File: src/rtl/fs_strap_pkg.sv
package fs_strap_pkg;

  localparam int STRAP_W = 3;
  localparam int SEL_W   = 3;

  typedef enum logic [SEL_W-1:0] {
    FSEL_CPU100   = 3'd0,
    FSEL_CPU133   = 3'd1,
    FSEL_REF_DIV2 = 3'd2,
    FSEL_REF_DIV8 = 3'd3,
    FSEL_OFF      = 3'd4
  } freq_sel_e;

  // Map a held strap value {c,b,a} to a synthesizer selection.
  function automatic freq_sel_e strap_to_sel(input logic [STRAP_W-1:0] code);
    freq_sel_e r;
    if (code[2]) r = FSEL_OFF;
    else begin
      unique case (code[1:0])
        2'b00:   r = FSEL_CPU133;
        2'b01:   r = FSEL_CPU100;
        2'b10:   r = FSEL_REF_DIV2;
        default: r = FSEL_REF_DIV8;
      endcase
    end
    return r;
  endfunction

endpackage

File: src/rtl/fs_sync.sv
// Multi-stage synchronizer with per-bit reset value.
module fs_sync #(
  parameter int              WIDTH     = 1,
  parameter int              STAGES    = 2,
  parameter logic [WIDTH-1:0] RST_VALUE = '0
) (
  input  logic             clk,
  input  logic             rst_n,
  input  logic [WIDTH-1:0] din,
  output logic [WIDTH-1:0] dout
);

  logic [WIDTH-1:0] stage_q [STAGES];

  for (genvar s = 0; s < STAGES; s++) begin : g_stage
    if (s == 0) begin : g_first
      always_ff @(posedge clk or negedge rst_n) begin
        if (!rst_n) stage_q[s] <= RST_VALUE;
        else        stage_q[s] <= din;
      end
    end else begin : g_next
      always_ff @(posedge clk or negedge rst_n) begin
        if (!rst_n) stage_q[s] <= RST_VALUE;
        else        stage_q[s] <= stage_q[s-1];
      end
    end
  end

  assign dout = stage_q[STAGES-1];

endmodule

File: src/rtl/fs_low_qual.sv
// Declares power-good valid once the synchronized level has been low
// on LOW_QUAL consecutive samples.
module fs_low_qual #(
  parameter int LOW_QUAL = 2
) (
  input  logic clk,
  input  logic rst_n,
  input  logic level_n,
  output logic qual
);

  localparam int CNT_W = (LOW_QUAL > 1) ? $clog2(LOW_QUAL) : 1;
  localparam logic [CNT_W-1:0] CNT_TOP = CNT_W'(LOW_QUAL - 1);

  logic [CNT_W-1:0] run_q;

  always_ff @(posedge clk or negedge rst_n) begin
    if (!rst_n)             run_q <= '0;
    else if (level_n)       run_q <= '0;
    else if (run_q != CNT_TOP) run_q <= run_q + 1'b1;
  end

  assign qual = !level_n && (run_q == CNT_TOP);

endmodule

File: src/rtl/fs_capture.sv
// One-shot capture register with test-mode tracking.
module fs_capture
  import fs_strap_pkg::*;
(
  input  logic               clk,
  input  logic               rst_n,
  input  logic               qual,
  input  logic               test_mode,
  input  logic [STRAP_W-1:0] pins_s,
  output logic [STRAP_W-1:0] code,
  output logic               valid
);

  always_ff @(posedge clk or negedge rst_n) begin
    if (!rst_n) begin
      code  <= '0;
      valid <= 1'b0;
    end else if (test_mode) begin
      valid <= qual;
      if (qual) code <= pins_s;
    end else if (!valid && qual) begin
      code  <= pins_s;
      valid <= 1'b1;
    end
  end

endmodule

File: src/rtl/fs_decode.sv
module fs_decode
  import fs_strap_pkg::*;
(
  input  logic               valid,
  input  logic [STRAP_W-1:0] code,
  output logic [SEL_W-1:0]   sel,
  output logic               hiz
);

  freq_sel_e dec;

  always_comb begin
    dec = valid ? strap_to_sel(code) : FSEL_CPU100;
    sel = dec;
    hiz = (dec == FSEL_OFF);
  end

endmodule

File: src/rtl/fs_strap_latch.sv
module fs_strap_latch
  import fs_strap_pkg::*;
#(
  parameter int SYNC_STAGES = 2,
  parameter int LOW_QUAL    = 2
) (
  input  logic               clk,
  input  logic               rst_n,
  input  logic               fs_a,
  input  logic               fs_b,
  input  logic               fs_c,
  input  logic               pwrgd_n,
  input  logic               test_mode,
  output logic [STRAP_W-1:0] strap_code,
  output logic               strap_valid,
  output logic [SEL_W-1:0]   freq_sel,
  output logic               outputs_hiz
);

  logic [STRAP_W-1:0] pins_s;
  logic               pg_s;
  logic               pg_qual;

  fs_sync #(.WIDTH(STRAP_W), .STAGES(SYNC_STAGES), .RST_VALUE('0)) u_pin_sync (
    .clk(clk), .rst_n(rst_n), .din({fs_c, fs_b, fs_a}), .dout(pins_s)
  );

  fs_sync #(.WIDTH(1), .STAGES(SYNC_STAGES), .RST_VALUE(1'b1)) u_pg_sync (
    .clk(clk), .rst_n(rst_n), .din(pwrgd_n), .dout(pg_s)
  );

  fs_low_qual #(.LOW_QUAL(LOW_QUAL)) u_qual (
    .clk(clk), .rst_n(rst_n), .level_n(pg_s), .qual(pg_qual)
  );

  fs_capture u_cap (
    .clk(clk), .rst_n(rst_n), .qual(pg_qual), .test_mode(test_mode),
    .pins_s(pins_s), .code(strap_code), .valid(strap_valid)
  );

  fs_decode u_dec (
    .valid(strap_valid), .code(strap_code), .sel(freq_sel), .hiz(outputs_hiz)
  );

endmodule

File: config.mk
export PLATFORM = sky130hd
export DESIGN_NAME = fs_strap_latch
export DESIGN_NICKNAME = d
export VERILOG_FILES = /design/src/rtl/fs_strap_pkg.sv /design/src/rtl/fs_sync.sv /design/src/rtl/fs_low_qual.sv /design/src/rtl/fs_capture.sv /design/src/rtl/fs_decode.sv /design/src/rtl/fs_strap_latch.sv
export SDC_FILE = /design/constraint.sdc
export NUM_CORES = 1
export LEC_CHECK = 0
export BUFFER_PORTS_ARGS = -buffer_cell sky130_fd_sc_hd__buf_2
export CORE_AREA = 2 2 39 41
export CTS_CLUSTER_SIZE = 10
export DETAILED_ROUTE_END_ITERATION = 8
export DIE_AREA = 0 0 41 43
export HOLD_SLACK_MARGIN = 0.06
export PLACE_DENSITY_LB_ADDON = 0.3
export SLEW_MARGIN = 10
export SYNTH_ARGS = -nofsm -noshare
export SYNTH_HDL_FRONTEND = slang
export SYNTH_SLANG_ARGS = --single-unit
File: constraint.sdc
create_clock -name clk -period 1.5 [get_ports clk]
set_input_delay 0.075 -clock clk [delete_from_list [all_inputs] [get_ports clk]]
set_output_delay 0.075 -clock clk [all_outputs]
set_load 0.01 [all_outputs]
# --- Word-level counts from Yosys, hierarchy flattened ---
# Index checks and enable logic that the tools add are counted.
totals:
  ff_bits: 13
  inputBits: 7
  out_inout_bits: 8
  wordCells: 29
classes:
  n_addsub: 1
  n_eq_ne: 4
  mux: 10
  n_reduce_logical: 7
ops:
  columns: ["cell", "count"]
  rows:
  - ["3-bit 2-to-1 mux", 5]
  - ["2-bit one-hot mux with 3 select lines", 1]
  - ["1-bit 2-to-1 mux", 4]
  - ["3-bit == test, second input constant", 1]
  - ["2-bit by 1-bit == test with 1-bit output, second input constant", 1]
  - ["2-bit == test, second input constant", 1]
  - ["1-bit logical AND", 2]
  - ["1-bit zero test", 2]
  - ["2-bit zero test", 1]
  - ["2-bit by 1-bit inequality test with 1-bit output, second input constant", 1]
  - ["2-bit AND reduction", 1]
  - ["2-bit nonzero test", 1]
  - ["1-bit adder, second input constant", 1]

# --- Depth between registers and ports, before layout ---
logic_depth:
  depth_word: 5
  depth_mapped: 4
  mapped_depth_nobuf: 4

# --- Modules after synthesis ---
# From an unflattened synthesis, not the netlist that was laid out.
hier_totals:
  cells_unflattened: 32
  area_unflattened_um2: 506.7
modules_own_cells:
  columns: ["module", "instances", "cells_per_inst", "area_per_inst_um2", "seq_area_each_um2"]
  rows:
  - ["fs_capture", 1, 10, 177.7, 100.1]
  - ["fs_sync (u_pin_sync)", 1, 9, 172.7, 150.1]
  - ["fs_decode", 1, 8, 68.8, 0.0]
  - ["fs_sync (u_pg_sync)", 1, 2, 52.6, 52.6]
  - ["fs_low_qual", 1, 3, 35.0, 25.0]

# --- Worst setup path after synthesis ---
# Ideal clock, no wire load.
synth_timing:
  path_type: "register to output"
  startpoint: "register u_cap.code[0]"
  endpoint: "output freq_sel[0]"
  arrival_ps: 1031
  t_required_ps: 1425
  path_slack_ps: 394
  stages_incl_launch_ff: 4
  path_buffers: 0
  path_cell_list: "dfrtp_1 -> inv_1 -> ha_1 -> nor3b_1"
synth_between:
  elab_chain_cells: 4
  elab_cells_between_ends: 6
  classes_between: "eq/ne: 2; mux: 3; reduce/logical: 1"
synth_lines:
  columns: ["element", "line_no", "text"]
  rows:
  - ["start: declaration", "fs_capture.sv:10", "output logic [STRAP_W-1:0] code,"]
  - ["start signal: assignment", "fs_capture.sv:20", "if (qual) code <= pins_s;"]
  - ["start signal: assignment", "fs_capture.sv:22", "code <= pins_s;"]
  - ["2-bit == test, or another cell as far along", "fs_strap_pkg.sv:19", "unique case (code[1:0])"]
  - ["2-bit one-hot mux with 3 select lines (*)", "fs_strap_pkg.sv:19", null]
  - ["3-bit 2-to-1 mux (*)", "fs_strap_pkg.sv:17", "if (code[2]) r = FSEL_OFF;"]
  - ["3-bit 2-to-1 mux (*)", "fs_decode.sv:13", "dec = valid ? strap_to_sel(code) : FSEL_CPU100;"]
  - ["end: declaration", "fs_strap_latch.sv:16", "output logic [SEL_W-1:0] freq_sel,"]
# Every way passes the cells marked *; elsewhere a longest branch is shown, timed or not.

# --- Worst setup path after layout ---
# Same ends and word-level chain as after synthesis.

==> out/qor.tcl <==
set qor(reg2reg_setup_slack_ps) 390
set qor(nets_final) 63
set qor(path_max_fanout) 4
set qor(cts_root_buf) {clkbuf_4}
set qor(post-cts-setup-buffers) 0
set qor(run_status) {finished, final reports clean}
set qor(worstMarginPinSlew_ps) 276
set qor(netlist_instances) 30
set qor(avgSynthCellArea_um2) 15.6
set qor(tritoncts) {yes}
set qor(netlist-cell-type-count) 13
set qor(grt_first_pass_wirelength_um) 1070
set qor(initial_antenna_violation_count) 0
set qor(ys_seq_elements) 13
set qor(globalRouteTotalUtil) 0.0985
set qor(power.total_uw) 730
set qor(drt-vias-per-instance) 4.23
set qor(timing.final.crit_period_ps) 1380
set qor(synth.yosys.seq_area_share) 0.702
set qor(arrival_ps) 1300
set qor(yosys_warnings) 0
set qor(dr.first_iter.drc_count) 3
set qor(numCtsBuffers) 3
set qor(power.leakage_uw) 0.000317
set qor(post_synth_instance_area_um2) 467
set qor(die_area_um2) 1760
set qor(grt_start_max_net_pins) 14
set qor(post_route_cells_drive_above_1_share) 0.453
set qor(finalCritPeriodShare) 0.920
set qor(synth_fp_nets) 39
set qor(boundaryPins) 15
set qor(via_total_after_detailed_routing) 292
set qor(post-route-drc-count) 0
set qor(wire_per_inst_um) 9.22
set qor(max_cap_violations) 0
set qor(globalRouteOverflowTotal) 0
set qor(cts.htree.levels) 1
set qor(fill_cells) 131
set qor(die-height_um) 43
set qor(end_kind) {output pin}
set qor(drt_first_pass_iters) 2
set qor(pwr_density_cell_nw_per_um2) 1150
set qor(sink_count_of_the_clock_tree) 13
set qor(worst_clock_skew_ps) 0.395
set qor(buffers_added_on_ports) 14
set qor(startpoint_class_of_the_critical_path) {register}
set qor(final_core_utilization) 0.459
set qor(num_antenna_cells) 0
set qor(detail-route-antenna-nets) 0
set qor(clock_insertion_delay_worst_skew_ps) 260
set qor(wl_um) 636
set qor(design.core.area_um2) 1380
set qor(layout.cells.most_common_list) {buf_2, dfrtp_1, dlygate4sd3_1}
set qor(leading_cell_type_in_the_layout_fill_and_taps_excluded) {buf_2}
set qor(initial_utilization) 0.337
set qor(hold_viol_final) 0
set qor(slew-limit-headroom) 0.816
set qor(rsz_0062_raised_after_global_routing) {false}
set qor(hold_path_class) {input port to asynchronous set/reset pin}
set qor(setup_violations) 0
set qor(place_congestion) 0.572
set qor(clock_transition_at_the_register_clock_pins_on_the_worst_setup_and_hold_paths_after_cts_ps) 70
set qor(chipWidth_um) 41
set qor(fin_tns_setup_ps) 0
set qor(max_freq_ghz) 0.725
set qor(area_overhead_of_the_layout_relative_to_synthesis_pct) 36.2
set qor(worstRegToRegCells) 3
set qor(critical_path_required_ps) 1420
set qor(finalMaxSlewViolations) 0
set qor(cts_max_path_buffers) 2
set qor(grt_pass1_vias) 310
set qor(peakVddDrop_mv) 0.614
set qor(rows) 14
set qor(worst-setup-path-type) {register to output pin}
layout make-up:
cell class	count	area [um^2]	area share
Sequential cell	13	328	0.516
Tap cell	16	20.0	0.0315
Multi-Input combinational cell	12	116	0.183
Inverter	4	15.0	0.0236
Timing Repair Buffer	20	130	0.205
Clock buffer	4	26.3	0.0413
sequential cells by signal, summed over array words and instances (netlist names):
name                cells
u_cap.code              3
u_pin_sync.dout         3
u_pin_sync.stage_q      3
u_cap.valid             1
u_pg_sync.dout          1
u_pg_sync.stage_q       1
u_qual.run_q            1
report_power, final:
group	total, uW	switching (uW)	internal, uW
clock	204	101	103
sequential	405	22.8	382
combinational	121	55.1	65.8
Yosys cell counts:
library cell  instances  area (um^2)
nor2_1                1         3.75
o21ai_0               1         5.00
mux2_2                3         33.8
nor3b_1               1         7.51
a21oi_4               1         16.3
nor3_1                1         5.00
dfstp_2               2         52.6
ha_1                  2         25.0
nand2b_4              1         13.8
buf_4                 1         7.51
and2_1                1         6.26
dfrtp_1              11          275
inv_1                 4         15.0
metal layers:
layer  part of all wire  track usage  vias to the layer above
met4                  0       0.0800                        0
li1                   -            -                      142
met2               0.54        0.150                       12
met5                  0            0                        -
met3              0.058       0.0471                        0
met1               0.40       0.0931                      138
worst paths after layout:
kind,start,to
worst max-delay path,u_cap.code[0],freq_sel[0]
worst min-delay path,rst_n,u_pin_sync.stage_q[3]
min in group clk,u_pin_sync.stage_q[4],u_pin_sync.dout[1]
worst min register to register,u_pin_sync.stage_q[4],u_pin_sync.dout[1]
max in group asynchronous,rst_n,u_pg_sync.dout
worst max register to register,u_pg_sync.dout,u_cap.code[2]
through the flow:
step                      setup WS, ps  hold WS [ps]  cell area (um^2)  instances
after floorplan                    394          -221               467         30
after CTS                         83.9           209               636         69
after global routing              15.0           225               636         69
after detailed placement           392         -29.0               549         59
final                              120           207               636         69
after global placement             413         -31.9               549         59
repair_timing:
item | CTS | global route
hold buffers | 6 | 0
hold endpoints to repair | 18 | 0
gates resized for setup | 0 | 0
logic make-up after synthesis:
kind of cell / Yosys count / share of synthesized area
AO/OA/AOI/OAI: 2 / 0.0456
AND/OR/NAND/NOR: 5 / 0.0777
multiplexers: 3 / 0.0724
buffers and inverters: 5 / 0.0483
adder cells (fa/ha/maj): 2 / 0.0536
flip-flops: 13 / 0.702
worst max-delay path: stages, from the launching register on:
cell and delay [ps]:
dfrtp_1 390, inv_1 60, ha_1 260, nor3b_1 170, buf_2 160
No activity file was read; power rests on OpenSTA's default activity.
